--- config.mk ---
export PLATFORM = sky130hd
export DESIGN_NAME = chr_bank_selector
export DESIGN_NICKNAME = d
export VERILOG_FILES = /design/src/rtl/chr_bank_pkg.sv /design/src/rtl/chr_bank_regfile.sv /design/src/rtl/chr_window_select.sv /design/src/rtl/chr_bank_route.sv /design/src/rtl/chr_bank_selector.sv
export SDC_FILE = /design/constraint.sdc
export NUM_CORES = 1
export LEC_CHECK = 0
export BUFFER_PORTS_ARGS = -buffer_cell sky130_fd_sc_hd__buf_2
export CAP_MARGIN = 20
export CORE_ASPECT_RATIO = 1.1
export CORE_UTILIZATION = 35
export CTS_BUF_LIST = sky130_fd_sc_hd__clkbuf_4 sky130_fd_sc_hd__clkbuf_8
export DETAILED_ROUTE_END_ITERATION = 7
export GPL_ROUTABILITY_DRIVEN = 0
export PLACE_DENSITY = 0.6
export SLEW_MARGIN = 20
export SYNTH_ARGS = -nofsm -noshare
export SYNTH_HDL_FRONTEND = slang
export SYNTH_SLANG_ARGS = --single-unit
--- constraint.sdc ---
create_clock -name clk -period 5.1 [get_ports clk]
set_input_delay 1.02 -clock clk [delete_from_list [all_inputs] [get_ports clk]]
set_output_delay 1.02 -clock clk [all_outputs]
set_load 0.03 [all_outputs]
--- src/rtl/chr_bank_pkg.sv ---
// Shared widths, counts and types for the character/nametable bank selector.
// Assumes twelve 1 KB windows: eight pattern windows, then four nametable windows.
package chr_bank_pkg;
    localparam int PAGE_W    = 8;
    localparam int NUM_PAT   = 8;
    localparam int NUM_NT    = 4;
    localparam int NUM_WIN   = NUM_PAT + NUM_NT;
    localparam int WIN_IDX_W = $clog2(NUM_WIN);
    localparam int CPU_AW    = 16;
    localparam int PPU_AW    = 14;

    typedef logic [PAGE_W-1:0]    page_t;
    typedef logic [WIN_IDX_W-1:0] win_idx_t;

    localparam page_t    REDIRECT_BASE = page_t'(8'hE0);
    localparam win_idx_t LAST_WIN      = win_idx_t'(NUM_WIN - 1);
    localparam win_idx_t FIRST_NT_WIN  = win_idx_t'(NUM_PAT);
    localparam win_idx_t HALF_PAT      = win_idx_t'(NUM_PAT / 2);
    // CPU A15:A11 of the control register holding the two disable bits
    localparam logic [4:0] CTRL_SPAN   = 5'b11101;
endpackage

--- src/rtl/chr_bank_regfile.sv ---
// Bank register file: decodes CPU writes into twelve per-window registers and
// latches the two pattern-half redirect-disable bits.
// Assumes each register owns a 2 KB span starting at $8000; bus writes are
// single-cycle strobes qualified by cpu_we.
module chr_bank_regfile
    import chr_bank_pkg::*;
(
    input  logic                       clk,
    input  logic                       rst_n,
    input  logic                       cpu_we,
    input  logic [CPU_AW-1:0]          cpu_addr,
    input  logic [PAGE_W-1:0]          cpu_data,
    output logic [NUM_WIN-1:0][PAGE_W-1:0] bank_q,
    output logic                       dis_lo_q,
    output logic                       dis_hi_q
);
    logic     bank_hit;
    logic     ctrl_hit;
    win_idx_t wr_idx;

    // Decode which register, if any, the current write targets.
    always_comb begin
        wr_idx   = win_idx_t'(cpu_addr[14:11]);
        bank_hit = cpu_we && cpu_addr[15] && (wr_idx <= LAST_WIN);
        ctrl_hit = cpu_we && (cpu_addr[15:11] == CTRL_SPAN);
    end

    // One register per window, loaded when its span is written.
    for (genvar w = 0; w < NUM_WIN; w++) begin : g_win
        always_ff @(posedge clk) begin
            if (!rst_n)
                bank_q[w] <= '0;
            else if (bank_hit && (wr_idx == win_idx_t'(w)))
                bank_q[w] <= cpu_data;
        end
    end

    // Local copy of the redirect-disable bits from the control register.
    always_ff @(posedge clk) begin
        if (!rst_n) begin
            dis_lo_q <= 1'b0;
            dis_hi_q <= 1'b0;
        end else if (ctrl_hit) begin
            dis_lo_q <= cpu_data[6];
            dis_hi_q <= cpu_data[7];
        end
    end

    p_write_lands_r2: assert property (@(posedge clk) disable iff (!rst_n)
        (cpu_we && cpu_addr[15] && cpu_addr[14:11] <= 4'(NUM_WIN - 1))
        |=> bank_q[$past(cpu_addr[14:11])] == $past(cpu_data));

    p_hold_r9: assert property (@(posedge clk) disable iff (!rst_n)
        (!cpu_we || !cpu_addr[15] || cpu_addr[14:11] > 4'(NUM_WIN - 1))
        |=> $stable(bank_q));

    p_ctrl_latch_r6: assert property (@(posedge clk) disable iff (!rst_n)
        (cpu_we && cpu_addr[15:11] == 5'b11101)
        |=> (dis_lo_q == $past(cpu_data[6])) && (dis_hi_q == $past(cpu_data[7])));
endmodule

--- src/rtl/chr_window_select.sv ---
// Window index decode: turns a picture processor address into one of the
// twelve window numbers. Assumes A13=1 addresses nametable space, with A12
// ignored so that $3000-$3FFF reuses the nametable windows.
module chr_window_select
    import chr_bank_pkg::*;
(
    input  logic [PPU_AW-1:0] ppu_addr,
    output win_idx_t          win_idx
);
    // Pattern space uses A12:A10; nametable space offsets A11:A10 past the pattern windows.
    always_comb begin
        if (ppu_addr[13])
            win_idx = FIRST_NT_WIN + win_idx_t'(ppu_addr[11:10]);
        else
            win_idx = win_idx_t'(ppu_addr[12:10]);
    end
endmodule

--- src/rtl/chr_bank_route.sv ---
// Target routing: chooses character ROM or internal nametable RAM for the
// selected window's bank value. Assumes values at or above REDIRECT_BASE are
// redirect candidates, with bit 0 choosing the RAM page.
module chr_bank_route
    import chr_bank_pkg::*;
(
    input  page_t    bank,
    input  win_idx_t win_idx,
    input  logic     dis_lo,
    input  logic     dis_hi,
    output page_t    rom_page,
    output logic     rom_sel,
    output logic     ntram_sel,
    output logic     ntram_a10
);
    logic high_val;
    logic allowed;

    // Decide whether this window may redirect, then whether this value does.
    always_comb begin
        high_val = (bank >= REDIRECT_BASE);
        if (win_idx >= FIRST_NT_WIN)
            allowed = 1'b1;
        else if (win_idx < HALF_PAT)
            allowed = !dis_lo;
        else
            allowed = !dis_hi;
        ntram_sel = high_val && allowed;
        rom_sel   = !ntram_sel;
        rom_page  = bank;
        ntram_a10 = bank[0];
    end
endmodule

--- src/rtl/chr_bank_selector.sv ---
// Top of the character/nametable bank selector: CPU-written bank registers,
// combinational PPU address decode and target routing. Assumes the PPU
// address is stable for the duration of an access; no output is registered.
module chr_bank_selector
    import chr_bank_pkg::*;
(
    input  logic        clk,
    input  logic        rst_n,
    input  logic        cpu_we,
    input  logic [15:0] cpu_addr,
    input  logic [7:0]  cpu_data,
    input  logic [13:0] ppu_addr,
    output logic [7:0]  rom_page,
    output logic        rom_sel,
    output logic        ntram_sel,
    output logic        ntram_a10
);
    logic [NUM_WIN-1:0][PAGE_W-1:0] bank_q;
    logic     dis_lo_q;
    logic     dis_hi_q;
    win_idx_t win_idx;
    page_t    cur_bank;

    chr_bank_regfile u_regs (
        .clk      (clk),
        .rst_n    (rst_n),
        .cpu_we   (cpu_we),
        .cpu_addr (cpu_addr),
        .cpu_data (cpu_data),
        .bank_q   (bank_q),
        .dis_lo_q (dis_lo_q),
        .dis_hi_q (dis_hi_q)
    );

    chr_window_select u_win (
        .ppu_addr (ppu_addr),
        .win_idx  (win_idx)
    );

    // Pick the bank value of the addressed window.
    always_comb cur_bank = bank_q[win_idx];

    chr_bank_route u_route (
        .bank      (cur_bank),
        .win_idx   (win_idx),
        .dis_lo    (dis_lo_q),
        .dis_hi    (dis_hi_q),
        .rom_page  (rom_page),
        .rom_sel   (rom_sel),
        .ntram_sel (ntram_sel),
        .ntram_a10 (ntram_a10)
    );

    p_one_target_r11: assert property (@(posedge clk) disable iff (!rst_n)
        $onehot({rom_sel, ntram_sel}));

    p_low_rom_r4: assert property (@(posedge clk) disable iff (!rst_n)
        (cur_bank < 8'hE0) |-> (rom_sel && rom_page == cur_bank));

    p_nt_redirect_r7: assert property (@(posedge clk) disable iff (!rst_n)
        (ppu_addr[13] && cur_bank >= 8'hE0) |-> (ntram_sel && ntram_a10 == cur_bank[0]));
endmodule

; Word-level counts from Yosys, hierarchy flattened
; Index checks and enable logic that the tools add are counted.
[word_totals]
elab_cells = 57
regBits = 98
in_bits = 41
output_inout_bits = 11
[classes]
addsub = 1
eq_ne = 12
muxes = 5
reduce_logical = 20
magnitude_cmp = 5
[op_table]
columns = cell, count
row1 = binary-select mux 8 bit (select 4 bit), 1
row2 = == test 4 x 3 -> 1 bit (second input constant), 4
row3 = == test 4 bit (second input constant), 4
row4 = logical AND 1 bit, 16
row5 = == test 4 x 2 -> 1 bit (second input constant), 2
row6 = greater-or-equal comparator 8 bit (second input constant), 1
row7 = two-way mux 8 bit, 1
row8 = == test 5 bit (second input constant), 1
row9 = less-than comparator 4 x 5 -> 1 bit (second input constant), 1
row10 = adder 4 x 2 -> 4 bit (first input constant), 1
row11 = == test 4 x 1 -> 1 bit (second input constant), 1
row12 = greater-or-equal comparator 4 bit (second input constant), 1
row13 = less-or-equal comparator 4 bit (second input constant), 1
row14 = zero test 4 bit, 1
row15 = less-than comparator 4 x 3 -> 1 bit (second input constant), 1
row16 = two-way mux 4 bit, 1
row17 = zero test 1 bit, 3
row18 = two-way mux 1 bit, 2

; Longest topological paths before layout
; Gate-level depths: netlist of the first run.
[logic_depth]
word_depth = 7
depth_mapped = 7
mapped_depth_nobuf = 4

; By module
; A second synthesis of the first run with hierarchy kept.
[unflattened]
cells_unflattened = 443
area_unflattened_um2 = 4573.1
[by_module_without_submodules]
columns = mod, n_inst, cells_per_inst, seq_area_each_um2, area_per_inst_um2
row1 = chr_bank_regfile, 1, 350, 1961.9, 3604.7
row2 = chr_bank_selector, 1, 77, 0.0, 834.6
row3 = chr_bank_route, 1, 12, 0.0, 97.6
row4 = chr_window_select, 1, 4, 0.0, 36.3

; Least setup slack after synthesis of the first run
; Ideal clock, no wire load.
[synth_path]
kind = input to output
from = input ppu_addr[11]
to = output rom_page[0]
n_path_buf = 4
stages = 7
t_arrival_ns = 2.823
t_required_ns = 4.080
slack_ns = 1.257
path_cell_list = buf_4 > buf_6 > buf_2 > mux4_2 > mux2i_1 > o21ai_0 > buf_4
[synth_via]
elab_chain_len = 4
[synth_lines]
columns = item, line_no
row1 = "start, declared", chr_bank_selector.sv:12  ; input logic [13:0] ppu_addr,
row2 = adder 4 x 2 -> 4 bit, chr_window_select.sv:13  ; win_idx = FIRST_NT_WIN + win_idx_t'(ppu_addr[11:10]);
row3 = two-way mux 4 bit (*), chr_window_select.sv:12  ; if (ppu_addr[13])
row4 = binary-select mux 8 bit (select 4 bit) (*), chr_bank_selector.sv:41  ; always_comb cur_bank = bank_q[win_idx];
row5 = two-way mux 8 bit (not written as such) (*), chr_bank_selector.sv:41
row6 = "end, declared", chr_bank_selector.sv:13  ; output logic [7:0] rom_page,
; Mark *: on every way between the ends. The rest lies on a longest branch, timed or not. The select of a mux whose other input is x is not followed.

; Final worst setup path of the first run
[layout_path]
from = input ppu_addr[10]
to = output rom_page[0]
; The elaborated chain is that of the path after synthesis.

==> impl_results.md, run 1 <==
* Number of I/O pins at 52
* Initial antenna violation count at 0
* Vias per std cell at 5.16
* Sw frac at 23.5%
* ANT nets after route at 0
* R2R Path End: u_regs.bank_q[61]$_SDFFE_PN0P_
* Critical Path Source Type: primary input
* Least-Margin Pin Slew at 809 ps
* Clk slew on worst S/H paths at 90 ps
* HP Class: flip-flop to flip-flop
* Fmax at 253 MHz
* Post-Synth Simple-Gate Area at 15.2%
* Syn_nets at between 400 and 500
* Sequential power share at roughly 57%
* Leak Pwr at about 0.002 uW
* First-pass GRT wire length at 16900 microns
* Aggregate routed wire length at 10500 microns
* Skew-Pair Late Insertion Delay at 360 ps
* DRT iter0 DRCs at 144
* Vias in the first global route at 3141
* Post-CTS setup buffer count at 0
* Critical Path End Type: output pin
* Core ar. at 0.0128 sq mm
* GRT Overall Usage at 16.1%
* Placement Cell Area at between 0.004 and 0.005 sq mm
* Final Hold Fails at 0
* Root Driver: clkbuf_8
* Post-synthesis adder-cell area fraction at 0%
* Worst reg2reg startpoint: u_regs.bank_q[61]$_SDFFE_PN0P_
* Number of buffers created by CTS at 9
* Min Tclk post-route at 3950 ps
* Max Cap Violations at 0
* Final Skew at 0 ps
* Die Ht at 123 microns
* Worst-case clock buffer depth at 2
* Die area at 0.0137 sq mm
* Failing checks: DRC
* Area delta synth->final at 8.33%
* Gates resized, CTS repair at 0
* Hold_sp: u_regs.bank_q[82]$_SDFFE_PN0P_
* Power Density at around 270 mW/mm^2
* Unique masters post-synth at 27
* Setup TNS at 0 ps
* Clock power frac at between 30% and 40%
* H-tree depth at 3
* Syn Area/Cell at 10.5 sq um
* Layout cell share with drive strength beyond 1 at 15.6%
* Status: finished with violations
* Gr ovfl total at 0
* Clock net sink count at ~100
* CP Data Arrival Time at 2930 ps
* Cell count after synthesis at 442
* IO buf count at 30
* # DRC at 1
* Width of the die at 112 microns
* Rel. slew slack at 46.1%
* FP Rows at 43
* Int Pwr at between 1000 and 1500 uW
* TritonCTS clock tree: yes
* Slew Limit Fails at 0
* Largest family of logic cells by synthesized area: multiplexers
* Netlist Area Pre-Place at ~0.0046 sq mm
* Min-Delay Endpoint: u_regs.bank_q[82]$_SDFFE_PN0P_
* WS Path Type: primary input to output pin
* RSZ-0062 raised after global routing: false
* Period utilization at 77.4%
* Final nets at 490
* Worst hold path depth at 2
* WP data required at 4080 ps
* Design area at ~0.005 sq mm
* Final setup vio count at 0
* Largest net degree at the start of global routing at 99
* Dpl cells at 595
* Seq/Total Area, Yosys at 42.3%
* Comb pwr share at 7.1%
* Syn. warnings at 0
* Routed WL per cell at 17.2 microns
* R2R cell count at 2
* Ant diodes at 0
* Post-synthesis xor/xnor area fraction at 0%
* Post-route insts no fill at around 610
* Fin util at 39.4%
* Compound-Gate Fraction of Synth Area at roughly a tenth
* Starting Density at 36.4%
* FF-to-FF setup slack at 4380 ps
* Post-DP HPWL at around 6700 microns
* Crit Path Max Fanout at 12
* Drt first pass iters at 6
* #FFs+latches synth at a little under 100
* Max IR drop VDD at 99.1 uV
* P_sw at 318 uW
* CTS Hold Bufs at 0
* Via count at between 3000 and 4000
* Mux contribution to synthesized area at 28.7%
## synth_stat cells, drive strengths merged
cell type	count	area [sq um]
and4bb	1	12.5
nor2	6	22.5
dfxtp	98	1960
or3	1	6.26
nand2b	3	18.8
buf	14	93.8
mux4	22	518
mux2	2	22.5
clkbuf	25	93.8
mux2i	79	791
a22o	1	8.76
nand4b	2	17.5
nand3	1	5.00
nand2	42	158
and3	2	12.5
nor3b	1	7.51
and4b	1	10.0
and3b	1	8.76
nor2b	68	425
o21ai	39	199
a21boi	32	240
a211oi	1	7.51
## worst max-delay path by stage
stage / from / endpoint / slack (ps) / cells after the start
2_1_floorplan: ppu_addr[11] / rom_page[0] / 1260 / 7
3_3_place_gp: ppu_addr[10] / ntram_a10 / 1100 / 6
3_5_place_dp: ppu_addr[10] / ntram_a10 / 1110 / 6
4_1_cts: ppu_addr[10] / ntram_a10 / 1120 / 6
5_1_grt: ppu_addr[10] / ntram_a10 / 980 / 6
6_report: ppu_addr[10] / rom_page[0] / 1150 / 6
## flip-flops by register name (all words and copies together), names as in the netlist
signal,flops
u_regs.bank_q,96
u_regs.dis_hi_q,1
u_regs.dis_lo_q,1
## critical path: stages
cell and delay [ps]:
buf_2 370, buf_4 340, mux4_1 580, mux2i_1 240
o21ai_0 160, buf_2 210
## metrics by stage
| step | hold WS [ps] | power, uW | setup slack [ps] |
|---|---|---|---|
| after floorplan | 452 | 860 | 1260 |
| after global placement | 463 | 886 | 1100 |
| after detailed placement | 474 | 888 | 1110 |
| after CTS | 487 | 1370 | 1120 |
| after global routing | 514 | 1400 | 984 |
| final | 484 | 1350 | 1150 |
## cell families (layout without fill, tap and decap cells)
group	count (synthesis)	after routing
AO/OA/AOI/OAI	73	73
buffers and inverters	39	51
flip-flops	98	98
multiplexers	103	103
AND/OR/NAND/NOR	129	129
## power by group through the flow
stage	Clock [uW]	Sequential [uW]	Combinational (uW)
finish	484	773	96.4
global route	522	774	104
CTS	496	773	97.0
detailed placement	0	791	97.1
global placement	0	790	95.5
floorplan	0	790	69.7
## routing by layer
metal,wire length [microns],track usage (%),vias to the layer above
met4,175,6.84,0
met3,162,1.78,13
met1,5000,20.9,1561
met5,0,0,-
li1,-,-,1555
met2,5140,27.2,24
## cell type report
type                    count  area [sq um]
well taps                 157           196
clock inverters             2          10.0
multi-input cells         305          2490
flip-flops and latches     98          1960
clock buffers              14           180
repair buffers             35           188
fillers                  1252          7720
## layout by cell type, fill, tap and decap left out, types with 2 or more instances in the layout
cell      count
and3_1        2
clkinv_2      2
mux4_1        6
clkbuf_8     12
nand4b_1      2
nand2_1      42
buf_4         5
mux4_2       16
nor2_1        6
clkbuf_4      2
buf_2        30
nand2b_1      3
mux2_2        2
dfxtp_1      98
o21ai_0      37
nor2b_1      68
a21boi_0     32
mux2i_1      79
(Power assumes the default switching activity.)
==> inputs of run 2 (changes only) <==
--- a/config.mk
+++ b/config.mk
@@ -12,7 +12,7 @@
 export CTS_BUF_LIST = sky130_fd_sc_hd__clkbuf_4 sky130_fd_sc_hd__clkbuf_8
 export DETAILED_ROUTE_END_ITERATION = 7
 export GPL_ROUTABILITY_DRIVEN = 0
-export PLACE_DENSITY = 0.6
+export PLACE_DENSITY = 0.62
 export SLEW_MARGIN = 20
 export SYNTH_ARGS = -nofsm -noshare
 export SYNTH_HDL_FRONTEND = slang
==> constraint.sdc (replaced) <==
create_clock -name clk -period 3.4 [get_ports clk]
set_input_delay 0.68 -clock clk [delete_from_list [all_inputs] [get_ports clk]]
set_output_delay 0.68 -clock clk [all_outputs]
set_load 0.03 [all_outputs]
==> run 2 against run 1 <==
  * The run still ends with DRC left
  * Setup slack got worse by 820 ps
  * Clock power increased by 84%
  * Sequential power up 50%
  * Design area grew 2.1%
  * Register-to-register slack got worse by 1700 ps
  * Critical path type unchanged
  * Critical endpoint is now ntram_sel
  * Highest routed layer unchanged
==> impl_results.md, run 2 (same netlist as run 1, synthesis figures left out) <==
* Worst-case clock buffer depth at 2 (unchanged)
* Largest register FFs at 96 (unchanged)
* Gr ovfl total at 0 (unchanged)
* Least-Margin Pin Slew at 696 ps (was 809 ps)
* Crit. Startpoint: ppu_addr[10] (unchanged)
* Die Ht at 123 microns (unchanged)
* Critical Path End Type: output pin (unchanged)
* Cell Chain, Critical Path: buf_2 > buf_4 > mux4_1 > a22o_1 > and3_1 > buf_2 (was buf_2 > buf_4 > mux4_1 > mux2i_1 > o21ai_0 > buf_2)
* Die area at 0.0137 sq mm (unchanged)
* Post-route insts no fill at 617 (was 611)
* Ant diodes at 0 (unchanged)
* Drt first pass iters at 7 (was 6)
* Power Density at 429 mW/mm^2 (was 269 mW/mm^2)
* Worst hold path depth at 2 (unchanged)
* FP Rows at 43 (unchanged)
* H-tree depth at 3 (unchanged)
* Rel. slew slack at 53.4% (was 46.1%)
* WS Path Type: primary input to output pin (unchanged)
* Max IR drop VDD at 163 uV (was 99.1 uV)
* Post-route setup slack at 334 ps (was 1150 ps)
* Gates resized, CTS repair at 0 (unchanged)
* Vias per std cell at 5.16 (about the same)
* CTS Hold Bufs at 0 (unchanged)
* Delay-heaviest family, CP: buffers and inverters (unchanged)
* Vias in the first global route at 3208 (was 3141)
* Status: finished with violations (unchanged)
* Setup TNS at 0 ps (unchanged)
* Critical Path Source Type: primary input (unchanged)
* GRT Overall Usage at 16.5% (was 16.1%)
* Failing checks: DRC (unchanged)
* Clock net sink count at 98 (unchanged)
* Area of the multi-input gates at 0.00249 sq mm (unchanged)
* Leak Pwr at 0.00203 uW (was 0.00197 uW)
* CP Buf/Inv Count at 3 (unchanged)
* Top cell by count, worst path: buf_2 (unchanged)
* CP Data Arrival Time at 2390 ps (was 2930 ps)
* R2R Path End: u_regs.bank_q[56]$_SDFFE_PN0P_ (was u_regs.bank_q[61]$_SDFFE_PN0P_)
* Area delta synth->final at 10.6% (was 8.33%)
* Slew Limit Fails at 0 (unchanged)
* Max incr delay on CP at 630 ps (was 580 ps)
* Biggest regs: u_regs.bank_q x96, u_regs.dis_hi_q x1, u_regs.dis_lo_q x1 (unchanged)
* Initial antenna violation count at 0 (unchanged)
* Most common cell after layout, fill and taps aside: dfxtp_1 (unchanged)
* WP data required at 2720 ps (was 4080 ps)
* Pre-CTS WS at 333 ps (was 1110 ps)
* Register area at 0.00196 sq mm (unchanged)
* Crit-path slowest cell: mux4_1 (unchanged)
* Crit Path Max Fanout at 6 (was 12)
* FILL cells at 1233 (was 1252)
* Number of buffers created by CTS at 9 (unchanged)
* Fmax at 326 MHz
* Worst Setup EP: ntram_sel (was rom_page[0])
* Period utilization at approximately nine tenths
* HP Class: flip-flop to flip-flop (unchanged)
* Width of the die at 112 microns (unchanged)
* Skew-Pair Late Insertion Delay at 370 ps (was 360 ps)
* RSZ-0062 raised after global routing: false (unchanged)
* Core ar. at 0.0128 sq mm (unchanged)
* Max Cap Violations at 0 (unchanged)
* Worst reg2reg startpoint: u_regs.bank_q[56]$_SDFFE_PN0P_ (was u_regs.bank_q[61]$_SDFFE_PN0P_)
* Top reg by flops: u_regs.bank_q (unchanged)
* TritonCTS clock tree: yes (unchanged)
* Post-DP HPWL at 6980 microns (was 6700 microns)
* ANT nets after route at 0 (unchanged)
* Routed WL per cell at 17.3 microns (was 17.2 microns)
* Final nets at 496 (was 490)
* Clk slew on worst S/H paths at 90 ps (about the same)
* Post-CTS setup buffer count at 0 (unchanged)
* Final Skew at 0 ps (unchanged)
* # DRC at 2 (was 1)
* Worst path depth at 6 (unchanged)
* Root Driver: clkbuf_8 (unchanged)
* Min Tclk post-route at 3070 ps
* Largest net degree at the start of global routing at 59 (was 99)
* Number of I/O pins at 52 (unchanged)
* Most frequent cells in the layout: dfxtp_1, mux2i_1, nor2b_1, nand2_1, o21ai_0 (unchanged)
* IO buf count at 30 (unchanged)
* Starting Density at 36.4% (unchanged)
* First-pass GRT wire length at 17200 microns (was 16900 microns)
* FF-to-FF setup slack at 2720 ps (was 4380 ps)
* Final Hold Fails at 0 (unchanged)
* Layout cell share with drive strength beyond 1 at 16.7% (was 15.6%)
* R2R cell count at 2 (unchanged)
* Dpl cells at 601 (was 595)
* Final setup vio count at 0 (unchanged)
* Aggregate routed wire length at 10700 microns (was 10500 microns)
* Via count at 3184 (was 3153)
* DRT iter0 DRCs at 190 (was 144)
[run 2: cell types whose count changed in the layout (fill, tap and decap cells not counted), sizes merged]
| cell | change |
|---|---|
| bufinv | +3 |
| buf | +6 |
| clkbuf | -4 |
| clkinv | +1 |
[run 2: cell type report]
class	instances	share of cell area (%)
clock buffer	10	2.56
clock inverter	6	2.05
multi-input combinational	305	48.5
sequential	98	38.2
tap	157	3.83
timing repair buffer	41	4.78
[run 2: power by group]
group          internal [uW]  switching, uW
combinational           61.9           88.6
sequential              1160           3.95
clock                    493            399
[run 2: worst min path at each step]
stage / from / endpoint / slack [ps]
6_report: u_regs.bank_q[87]$_SDFFE_PN0P_ / u_regs.bank_q[87]$_SDFFE_PN0P_ / 480
2_1_floorplan: u_regs.bank_q[81]$_SDFFE_PN0P_ / u_regs.bank_q[81]$_SDFFE_PN0P_ / 450
5_1_grt: u_regs.bank_q[95]$_SDFFE_PN0P_ / u_regs.bank_q[95]$_SDFFE_PN0P_ / 520
4_1_cts: u_regs.bank_q[83]$_SDFFE_PN0P_ / u_regs.bank_q[83]$_SDFFE_PN0P_ / 490
3_3_place_gp: u_regs.bank_q[53]$_SDFFE_PN0P_ / u_regs.bank_q[53]$_SDFFE_PN0P_ / 460
3_5_place_dp: u_regs.bank_q[83]$_SDFFE_PN0P_ / u_regs.bank_q[83]$_SDFFE_PN0P_ / 470
[run 2: stage by stage]
stage | instance area [sq um] | total power, uW | hold WS [ps] | utilization, %
3_3_place_gp | 4890 | 1330 | 463 | 38.4
5_1_grt | 5130 | 2290 | 523 | 40.2
6_report | 5130 | 2200 | 485 | 40.2
2_1_floorplan | 4640 | 1290 | 452 | -
3_5_place_dp | 4890 | 1340 | 474 | 38.4
4_1_cts | 5130 | 2220 | 487 | 40.2
[run 2: tightest hold or removal path, cell delays in order (launching register included)]
cell      delay [ps]
dfxtp_1          320
o21ai_0           60
a21boi_0          70
[run 2: routing by layer]
metal / GRT usage [%] / share of wire (%) / up-vias
li1: - / - / 1565
met1: 21.6 / 45 / 1537
met5: 0 / 0 / -
met2: 27.1 / 48 / 66
met4: 7.35 / 2.4 / 0
met3: 2.57 / 4.4 / 16
